### src/rtl/nsq_pkg.sv
package nsq_pkg;

    // Accumulator width for TAPS products of an ERR_W error by a COEF_W weight.
    function automatic int nsq_acc_w(input int err_w, input int coef_w, input int taps);
        return err_w + coef_w + $clog2(taps) + 1;
    endfunction

    // Width of the quantizer input: feedback plus sign-extended sample, one guard bit.
    function automatic int nsq_u_w(input int acc_w, input int in_w);
        return ((acc_w > in_w) ? acc_w : in_w) + 1;
    endfunction

endpackage

### src/rtl/nsq_err_hist.sv
module nsq_err_hist #(
    parameter int TAPS  = 2,
    parameter int ERR_W = 11
) (
    input  logic                    clk,
    input  logic                    rst,
    input  logic                    shift_en,
    input  logic [ERR_W-1:0]        err_in,
    output logic [TAPS*ERR_W-1:0]   hist
);

    logic [ERR_W-1:0] tap_q [TAPS];

    generate
        for (genvar k = 0; k < TAPS; k++) begin : g_tap
            always_ff @(posedge clk) begin
                if (rst) begin
                    tap_q[k] <= '0;
                end else if (shift_en) begin
                    if (k == 0) begin
                        tap_q[k] <= err_in;
                    end else begin
                        tap_q[k] <= tap_q[(k == 0) ? 0 : k-1];
                    end
                end
            end
            assign hist[k*ERR_W +: ERR_W] = tap_q[k];
        end
    endgenerate

endmodule

### src/rtl/nsq_fir.sv
module nsq_fir #(
    parameter int TAPS   = 2,
    parameter int ERR_W  = 11,
    parameter int COEF_W = 6,
    parameter int WFRAC  = 2,
    parameter logic [TAPS*COEF_W-1:0] WEIGHTS = '0,
    parameter int ACC_W  = ERR_W + COEF_W + 2
) (
    input  logic [TAPS*ERR_W-1:0]   hist,
    output logic signed [ACC_W-1:0] fb
);

    localparam int PROD_W = ERR_W + COEF_W;

    logic signed [PROD_W-1:0] prod [TAPS];
    logic signed [ACC_W-1:0]  acc;

    generate
        for (genvar k = 0; k < TAPS; k++) begin : g_mul
            localparam logic signed [COEF_W-1:0] C_K = WEIGHTS[k*COEF_W +: COEF_W];
            assign prod[k] = PROD_W'($signed(hist[k*ERR_W +: ERR_W])) * PROD_W'(C_K);
        end
    endgenerate

    always_comb begin
        acc = '0;
        for (int k = 0; k < TAPS; k++) begin
            acc = acc + ACC_W'(prod[k]);
        end
    end

    // Arithmetic shift gives floor division by 2^WFRAC.
    assign fb = acc >>> WFRAC;

endmodule

### src/rtl/nsq_quant.sv
module nsq_quant #(
    parameter int IN_W  = 8,
    parameter int OUT_W = 1,
    parameter int U_W   = 20,
    parameter int Q_W   = IN_W + 1
) (
    input  logic signed [U_W-1:0] u,
    output logic [OUT_W-1:0]      code,
    output logic signed [Q_W-1:0] level
);

    generate
        if (OUT_W == 1) begin : g_one_bit
            localparam logic signed [Q_W-1:0] LVL_POS = Q_W'(1) <<< (IN_W - 1);
            localparam logic signed [Q_W-1:0] LVL_NEG = -LVL_POS;
            logic non_neg;
            assign non_neg = (u >= 0);
            assign code    = non_neg;
            assign level   = non_neg ? LVL_POS : LVL_NEG;
        end else begin : g_multi_bit
            localparam int SH = IN_W - OUT_W;
            localparam logic signed [U_W-1:0] C_MAX = U_W'((1 <<< (OUT_W - 1)) - 1);
            localparam logic signed [U_W-1:0] C_MIN = -(C_MAX + U_W'(1));
            logic signed [U_W-1:0]   steps;
            logic signed [OUT_W-1:0] c_clip;
            assign steps = u >>> SH;
            always_comb begin
                if (steps > C_MAX) begin
                    c_clip = OUT_W'(C_MAX);
                end else if (steps < C_MIN) begin
                    c_clip = OUT_W'(C_MIN);
                end else begin
                    c_clip = OUT_W'(steps);
                end
            end
            assign code  = c_clip;
            assign level = Q_W'(c_clip) <<< SH;
        end
    endgenerate

endmodule

### src/rtl/nsq_top.sv
module nsq_top
    import nsq_pkg::*;
#(
    parameter int IN_W   = 8,
    parameter int OUT_W  = 1,
    parameter int GUARD  = 3,
    parameter int TAPS   = 2,
    parameter int COEF_W = 6,
    parameter int WFRAC  = 2,
    parameter logic [TAPS*COEF_W-1:0] WEIGHTS = {6'h3F, 6'h05}
) (
    input  logic                   clk,
    input  logic                   rst,
    input  logic                   smp_vld,
    input  logic signed [IN_W-1:0] smp,
    output logic                   code_vld,
    output logic [OUT_W-1:0]       code
);

    localparam int ERR_W = IN_W + GUARD;
    localparam int ACC_W = nsq_acc_w(ERR_W, COEF_W, TAPS);
    localparam int U_W   = nsq_u_w(ACC_W, IN_W);
    localparam int Q_W   = IN_W + 1;

    logic [TAPS*ERR_W-1:0]   hist;
    logic signed [ACC_W-1:0] fb;
    logic signed [U_W-1:0]   u_val;
    logic signed [Q_W-1:0]   level;
    logic [OUT_W-1:0]        code_next;
    logic signed [ERR_W-1:0] err_val;

    nsq_err_hist #(
        .TAPS  (TAPS),
        .ERR_W (ERR_W)
    ) u_hist (
        .clk      (clk),
        .rst      (rst),
        .shift_en (smp_vld),
        .err_in   (err_val),
        .hist     (hist)
    );

    nsq_fir #(
        .TAPS    (TAPS),
        .ERR_W   (ERR_W),
        .COEF_W  (COEF_W),
        .WFRAC   (WFRAC),
        .WEIGHTS (WEIGHTS),
        .ACC_W   (ACC_W)
    ) u_fir (
        .hist (hist),
        .fb   (fb)
    );

    assign u_val = U_W'(smp) - U_W'(fb);

    nsq_quant #(
        .IN_W  (IN_W),
        .OUT_W (OUT_W),
        .U_W   (U_W),
        .Q_W   (Q_W)
    ) u_quant (
        .u     (u_val),
        .code  (code_next),
        .level (level)
    );

    // Error kept in ERR_W bits; guard bits cover bounded inputs.
    assign err_val = ERR_W'(level) - ERR_W'(u_val);

    always_ff @(posedge clk) begin
        if (rst) begin
            code_vld <= 1'b0;
            code     <= '0;
        end else begin
            code_vld <= smp_vld;
            if (smp_vld) begin
                code <= code_next;
            end
        end
    end

endmodule

### config.mk
export PLATFORM = sky130hd
export DESIGN_NAME = nsq_top
export DESIGN_NICKNAME = d
export VERILOG_FILES = /design/src/rtl/nsq_pkg.sv /design/src/rtl/nsq_err_hist.sv /design/src/rtl/nsq_fir.sv /design/src/rtl/nsq_quant.sv /design/src/rtl/nsq_top.sv
export SDC_FILE = /design/constraint.sdc
export NUM_CORES = 1
export LEC_CHECK = 0
export ABC_AREA = 1
export ABC_CLOCK_PERIOD_IN_PS = 4600
export BUFFER_PORTS_ARGS = -buffer_cell sky130_fd_sc_hd__buf_2
export CELL_PAD_IN_SITES_DETAIL_PLACEMENT = 2
export CELL_PAD_IN_SITES_GLOBAL_PLACEMENT = 2
export CORE_AREA = 2 2 102 104
export DETAILED_ROUTE_END_ITERATION = 8
export DIE_AREA = 0 0 104 106
export HOLD_SLACK_MARGIN = 0.12
export PLACE_DENSITY_LB_ADDON = 0.2
export RECOVER_POWER = 50
export SYNTH_ARGS = -nofsm -noshare
export SYNTH_HDL_FRONTEND = slang
export SYNTH_SLANG_ARGS = --single-unit
### constraint.sdc
create_clock -name clk -period 4.6 [get_ports clk]
set_input_delay 0.23 -clock clk [delete_from_list [all_inputs] [get_ports clk]]
set_output_delay 0.23 -clock clk [all_outputs]
set_load 0.05 [all_outputs]
==> impl_metrics.csv, run 1 <==
group,metric,value,unit
status,status,"finished, violations left",
status,violations,"negative setup slack",
route,routed-via-count,3369,
yosys,synth_area,0.00330,mm^2
final_layout,fill_cells,1151,
yosys,synth_seq_cells,24,
final_layout,antenna_cells,0,
floorplan,row_count,37,
run,max-cap-violations,0,
placement,hpwl,8390,um
clocking,cts_inserted_buffers,3,
clocking,worst_skew_pair.late_latency,310,ps
global_route,grtUsageTotal,22.3,%
placement,numPortBuffers,12,
floorplan,core_region_area,0.0100,mm^2
floorplan,die_area,0.0110,mm^2
route,wl_met2,7920,um
yosys,synth_warnings,0,
route,highest_layer,"met4",
route,drc,0,
yosys,synth.largest_area_cell,"ha_1",
critical_path,slowest_stage,"fa_1",
global_route,grt_pass1_wl,19200,um
yosys,yosysSeqAreaShare,21.3,%
critical_path,required,4670,ps
critical_path,cp-start-kind,"flip-flop",
sta,worst_slew_pin_slew,1120,ps
clocking,cts-root-buf,"clkbuf_8",
global_route,overflow,0,
critical_path,slowest_delay,550,ps
yosys,syn_inst,438,
global_route,grt_max_degree,23,
route,wl_per_cell,21.8,um
critical_path,cp_common_cell,"nand2_1",
route,wl_met3,448,um
critical_path,cp_max_fo,5,
route,drt-initial-drc-count,96,
route,totalWireLength,14700,um
floorplan,die_w,104,um
placement,gp_congestion,0.785,
min_path,hold_path_class,"in -> reg",
sta,finalSetupViolations,3,
route,firstDrtPassIters,4,
floorplan,io_pins,13,
route,met1_length,5800,um
critical_path,r2r_slack,-480,ps
placement,dp_cells,651,
yosys,netlist.area_leader.share,22.0,%
global_route,grt_pass1_vias,3674,
critical_path,crit_path_end_kind,"flip-flop",
clocking,cts_sinks,24,
clocking,ctsHoldBuffers,0,
clocking,clkTransAtPathRegs,110,ps
final_layout,fin_nets,623,
sta,period_minus_slack,5080,ps
floorplan,die_h,106,um
final_layout,syn2layout_area_growth,47.8,%
route,vias_per_cell,4.99,
critical_path,crit_arrival,5150,ps
clocking,cts_tree,"yes",
sta,skew,10.2,ps
sta,max-slew-margin-rel,25.5,%
critical_path,critical_path_class,"reg -> reg",
sta,fin_crit_sh,110,%
global_route,antenna_found_initial,0,
clocking,cts_max_level,1,
final_layout,final_cells,675,
sta,max_clock_freq,0.197,GHz
sta,finalHoldViolCount,0,
sta,rsz0062_at_grt,"yes",
sta,fin_ws,-478,ps
floorplan,initial_core_util,33.0,%
yosys,ys_types,30,
route,ant_nets,0,
yosys,avgSynthCellArea,7.53,um^2
sta,drv_slew,0,
final_layout,layout-drive-gt1-share,42.7,%
yosys,synth_area_leaders,"ha_1 22%, edfxtp_1 20%, inv_1 12%",
yosys,synth_nets,521,
clocking,ctsLongestPathBuffers,2,
sta,whs,250,ps
registers in the layout, summed over array words and instances (netlist names):
signal / flops
u_hist.tap_q: 22
code: 1
code_vld: 1
critical path, delay by kind of cell, from the launching register on:
family | cells | cell delay, ps
buffers and inverters | 7 | 610
adder cells (fa/ha/maj) | 6 | 2090
XOR/XNOR | 1 | 170
AO/OA/AOI/OAI | 2 | 330
flip-flops | 1 | 480
AND/OR/NAND/NOR | 15 | 1160
placed cells by master, fill, tap and decap left out, types with 12 or more instances in the layout:
cell type / synthesis / final
inv_1: 105 / 92
nand3_1: 18 / 13
buf_4: 0 / 85
edfxtp_1: 22 / 22
fa_1: 14 / 12
nand2_1: 89 / 73
ha_1: 58 / 34
inv_2: 1 / 14
a21oi_2: 1 / 14
nand2_2: 9 / 23
ha_4: 0 / 22
buf_2: 0 / 12
nor2_1: 34 / 28
metal layers:
layer,vias up,GRT usage (%)
met3,34,1.35
met4,0,4.34
li1,1577,-
met1,1692,27.0
met2,66,43.5
met5,-,0
logic make-up after synthesis:
logic type | synth area share, %
fa+ha+maj | 30.5
buf+inv | 12.5
flops | 21.3
compound gates | 8.69
simple gates | 22.0
xor+xnor | 5.01
stage by stage:
step	utilization, %	area, um^2	TNS, ps	setup WS [ps]
after floorplan	-	3300	0	94.4
final	48.7	4870	-1280	-478
after CTS	45.0	4500	-367	-130
after global placement	40.2	4020	-909	-314
after detailed placement	40.2	4020	-1670	-565
after global routing	48.7	4870	-2070	-709
layout make-up:
cell class	instances	area, um^2	area share, %
multi-input combinational	306	2810	57.7
timing repair buffer	99	721	14.8
sequential	24	701	14.4
inverter	106	398	8.16
tap	136	170	3.49
clock buffer	3	41.3	0.847
clock inverter	1	30.0	0.616
cell usage after synthesis:
library cell and instances:
inv_1 105, nand2_1 89, ha_1 58, nor2_1 34, a21oi_1 27, edfxtp_1 22, nand3_1 18, fa_1 14
o21ai_0 13, nand2_2 9, xor2_1 9, xnor2_1 8, nand3_2 5, nand4_1 5, nor2_2 4, o21ai_1 3
dfxtp_1 2, a21o_1 1, a21oi_2 1, a21oi_4 1, a31oi_1 1, buf_6 1, clkbuf_1 1, inv_2 1
nand2_4 1, o2111ai_1 1, o21a_1 1, o21ai_2 1, o21bai_1 1, xnor2_2 1
worst paths after layout:
path / start / to / depth (start not counted)
worst max-delay path: u_hist.tap_q[0][6] / u_hist.tap_q[0][10] / 31
worst min-delay path: smp_vld / code / 4
worst max register to register: u_hist.tap_q[0][6] / u_hist.tap_q[0][10] / 31
worst min register to register: code / code / 2
timing repair:
item / 4_1_cts / 5_1_grt
resized for setup: 54 / 72
pin swaps: 44 / 50
setup endpoints to repair: 3 / 4
buffers inserted: 15 / 6
Power of run 1 is left out: the tool's default activity adds up to more than one toggle a clock period on the data nets, which glitch-free logic cannot reach.
==> run 2, diff against run 1 <==
Settings changed: CORE_AREA 2 2 102 104 to 2 2 101 103, CTS_BUF_LIST from default to sky130_fd_sc_hd__clkbuf_4, DIE_AREA 0 0 104 106 to 0 0 103 105.
==> impl_metrics.csv, run 2 (synthesis gave the netlist of run 1 again) <==
group,metric,value,unit
sta,setup_tns,-984,ps
final_layout,syn2layout_area_growth,45.3,%
floorplan,io_pins,13,
sta,rsz0062_at_grt,"yes",
placement,gp_congestion,0.783,
critical_path,slowest_stage,"fa_1",
global_route,grt_pass1_vias,3810,
global_route,antenna_found_initial,0,
sta,finalHoldViolCount,0,
sta,finalSetupViolations,3,
floorplan,row_count,36,
sta,skew,4.29,ps
status,status,"finished, violations left",
final_layout,fill_cells,1111,
sta,max_clock_freq,0.201,GHz
route,ant_nets,0,
global_route,overflow,0,
clocking,cts_sinks,24,
critical_path,crit_path_end_kind,"flip-flop",
floorplan,die_w,103,um
global_route,grt_max_degree,23,
route,vias_per_cell,4.92,
final_layout,fin_nets,619,
critical_path,required,4740,ps
critical_path,slowest_delay,600,ps
clocking,cts_max_level,1,
run,max-cap-violations,0,
route,wl_per_cell,20.0,um
route,routed-via-count,3287,
floorplan,die_h,105,um
final_layout,final_common_cell,"inv_1",
floorplan,die_area,0.0108,mm^2
route,drc,0,
global_route,grtUsageTotal,24.4,%
critical_path,crit_arrival,5120,ps
global_route,grt_pass1_wl,20000,um
clocking,cts_tree,"yes",
route,totalWireLength,13400,um
clocking,cts-root-buf,"clkbuf_4",
clocking,clkTransAtPathRegs,160,ps
floorplan,core_region_area,0.00964,mm^2
sta,max-slew-margin-rel,27.4,%
clocking,cts_inserted_buffers,3,
sta,fin_crit_sh,108,%
placement,numPortBuffers,12,
clocking,ctsLongestPathBuffers,2,
sta,drv_slew,0,
sta,period_minus_slack,4980,ps
final_layout,layout-drive-gt1-share,40.9,%
route,firstDrtPassIters,4,
final_layout,final_cell_mix,"91 x inv_1, 78 x buf_4, 73 x nand2_1",
floorplan,initial_core_util,34.2,%
placement,hpwl,8370,um
sta,fin_ws,-380,ps
final_layout,antenna_cells,0,
status,violations,"negative setup slack",
clocking,worst_skew_pair.late_latency,350,ps
sta,worst_slew_pin_slew,1090,ps
final_layout,top_register,"u_hist.tap_q",
min_path,hold_path_class,"in -> reg",
placement,dpl-instance-area,0.00397,mm^2
final_layout,post-route-cell-area,0.00479,mm^2
clocking,ctsHoldBuffers,0,
critical_path,cp_max_fo,3,
final_layout,top_regs,"u_hist.tap_q: 22 flops, code: 1 flops, code_vld: 1 flops",
critical_path,cp-start-kind,"flip-flop",
final_layout,largest_register_ffs,22,
route,drt-initial-drc-count,107,
critical_path,critical_path_class,"reg -> reg",
## run 2: cell types whose count changed in the layout (fill, tap and decap cells not counted), sizes merged
cell and change:
buf -4
## run 2: layout make-up
| type | instances | area [um^2] | area share (%) |
|---|---|---|---|
| multi-input combinational | 306 | 2770 | 57.8 |
| timing repair buffer | 95 | 702 | 14.7 |
| sequential | 24 | 701 | 14.6 |
| inverter | 106 | 398 | 8.31 |
| tap | 133 | 166 | 3.47 |
| clock inverter | 1 | 30.0 | 0.627 |
| clock buffer | 3 | 22.5 | 0.470 |
## run 2: worst max-delay path, delay by kind of cell, from the launching register on
| family | cells | cell delay (ps) |
|---|---|---|
| xor+xnor | 1 | 170 |
| simple gates | 13 | 1230 |
| fa+ha+maj | 6 | 2010 |
| buf+inv | 2 | 140 |
| flops | 1 | 530 |
| compound gates | 4 | 670 |
## run 2: metrics by stage
step                      hold slack [ps]  worst slack [ps]  utilization (%)  cells
after global routing                  190              -552             49.7    668
after floorplan                       379              94.4                -    438
after CTS                             175              -141             46.8    663
final                                 174              -380             49.7    668
after detailed placement              485              -540             41.2    643
after global placement                482              -363             41.2    643
## run 2: worst paths after layout
kind,start,end,slack (ps),depth (start not counted)
worst max-delay path,u_hist.tap_q[0][4],u_hist.tap_q[0][9],-380,26
worst min-delay path,smp_vld,code,170,4
worst max register to register,u_hist.tap_q[0][4],u_hist.tap_q[0][9],-380,26
worst min register to register,code,code,520,2
## run 2: routing by layer
metal | wire, um | vias up | global-route usage, %
li1 | - | 1571 | -
met3 | 273 | 27 | 2.14
met5 | 0 | - | 0
met2 | 7250 | 40 | 45.2
met1 | 5500 | 1649 | 29.3
met4 | 335 | 0 | 6.67
## run 2: what timing repair did
action	in CTS	in global routing
pin swaps	53	44
gates resized for setup	80	48
setup buffers	16	5
endpoints found under the setup margin	3	5
Power of run 2 is left out for the same reason.
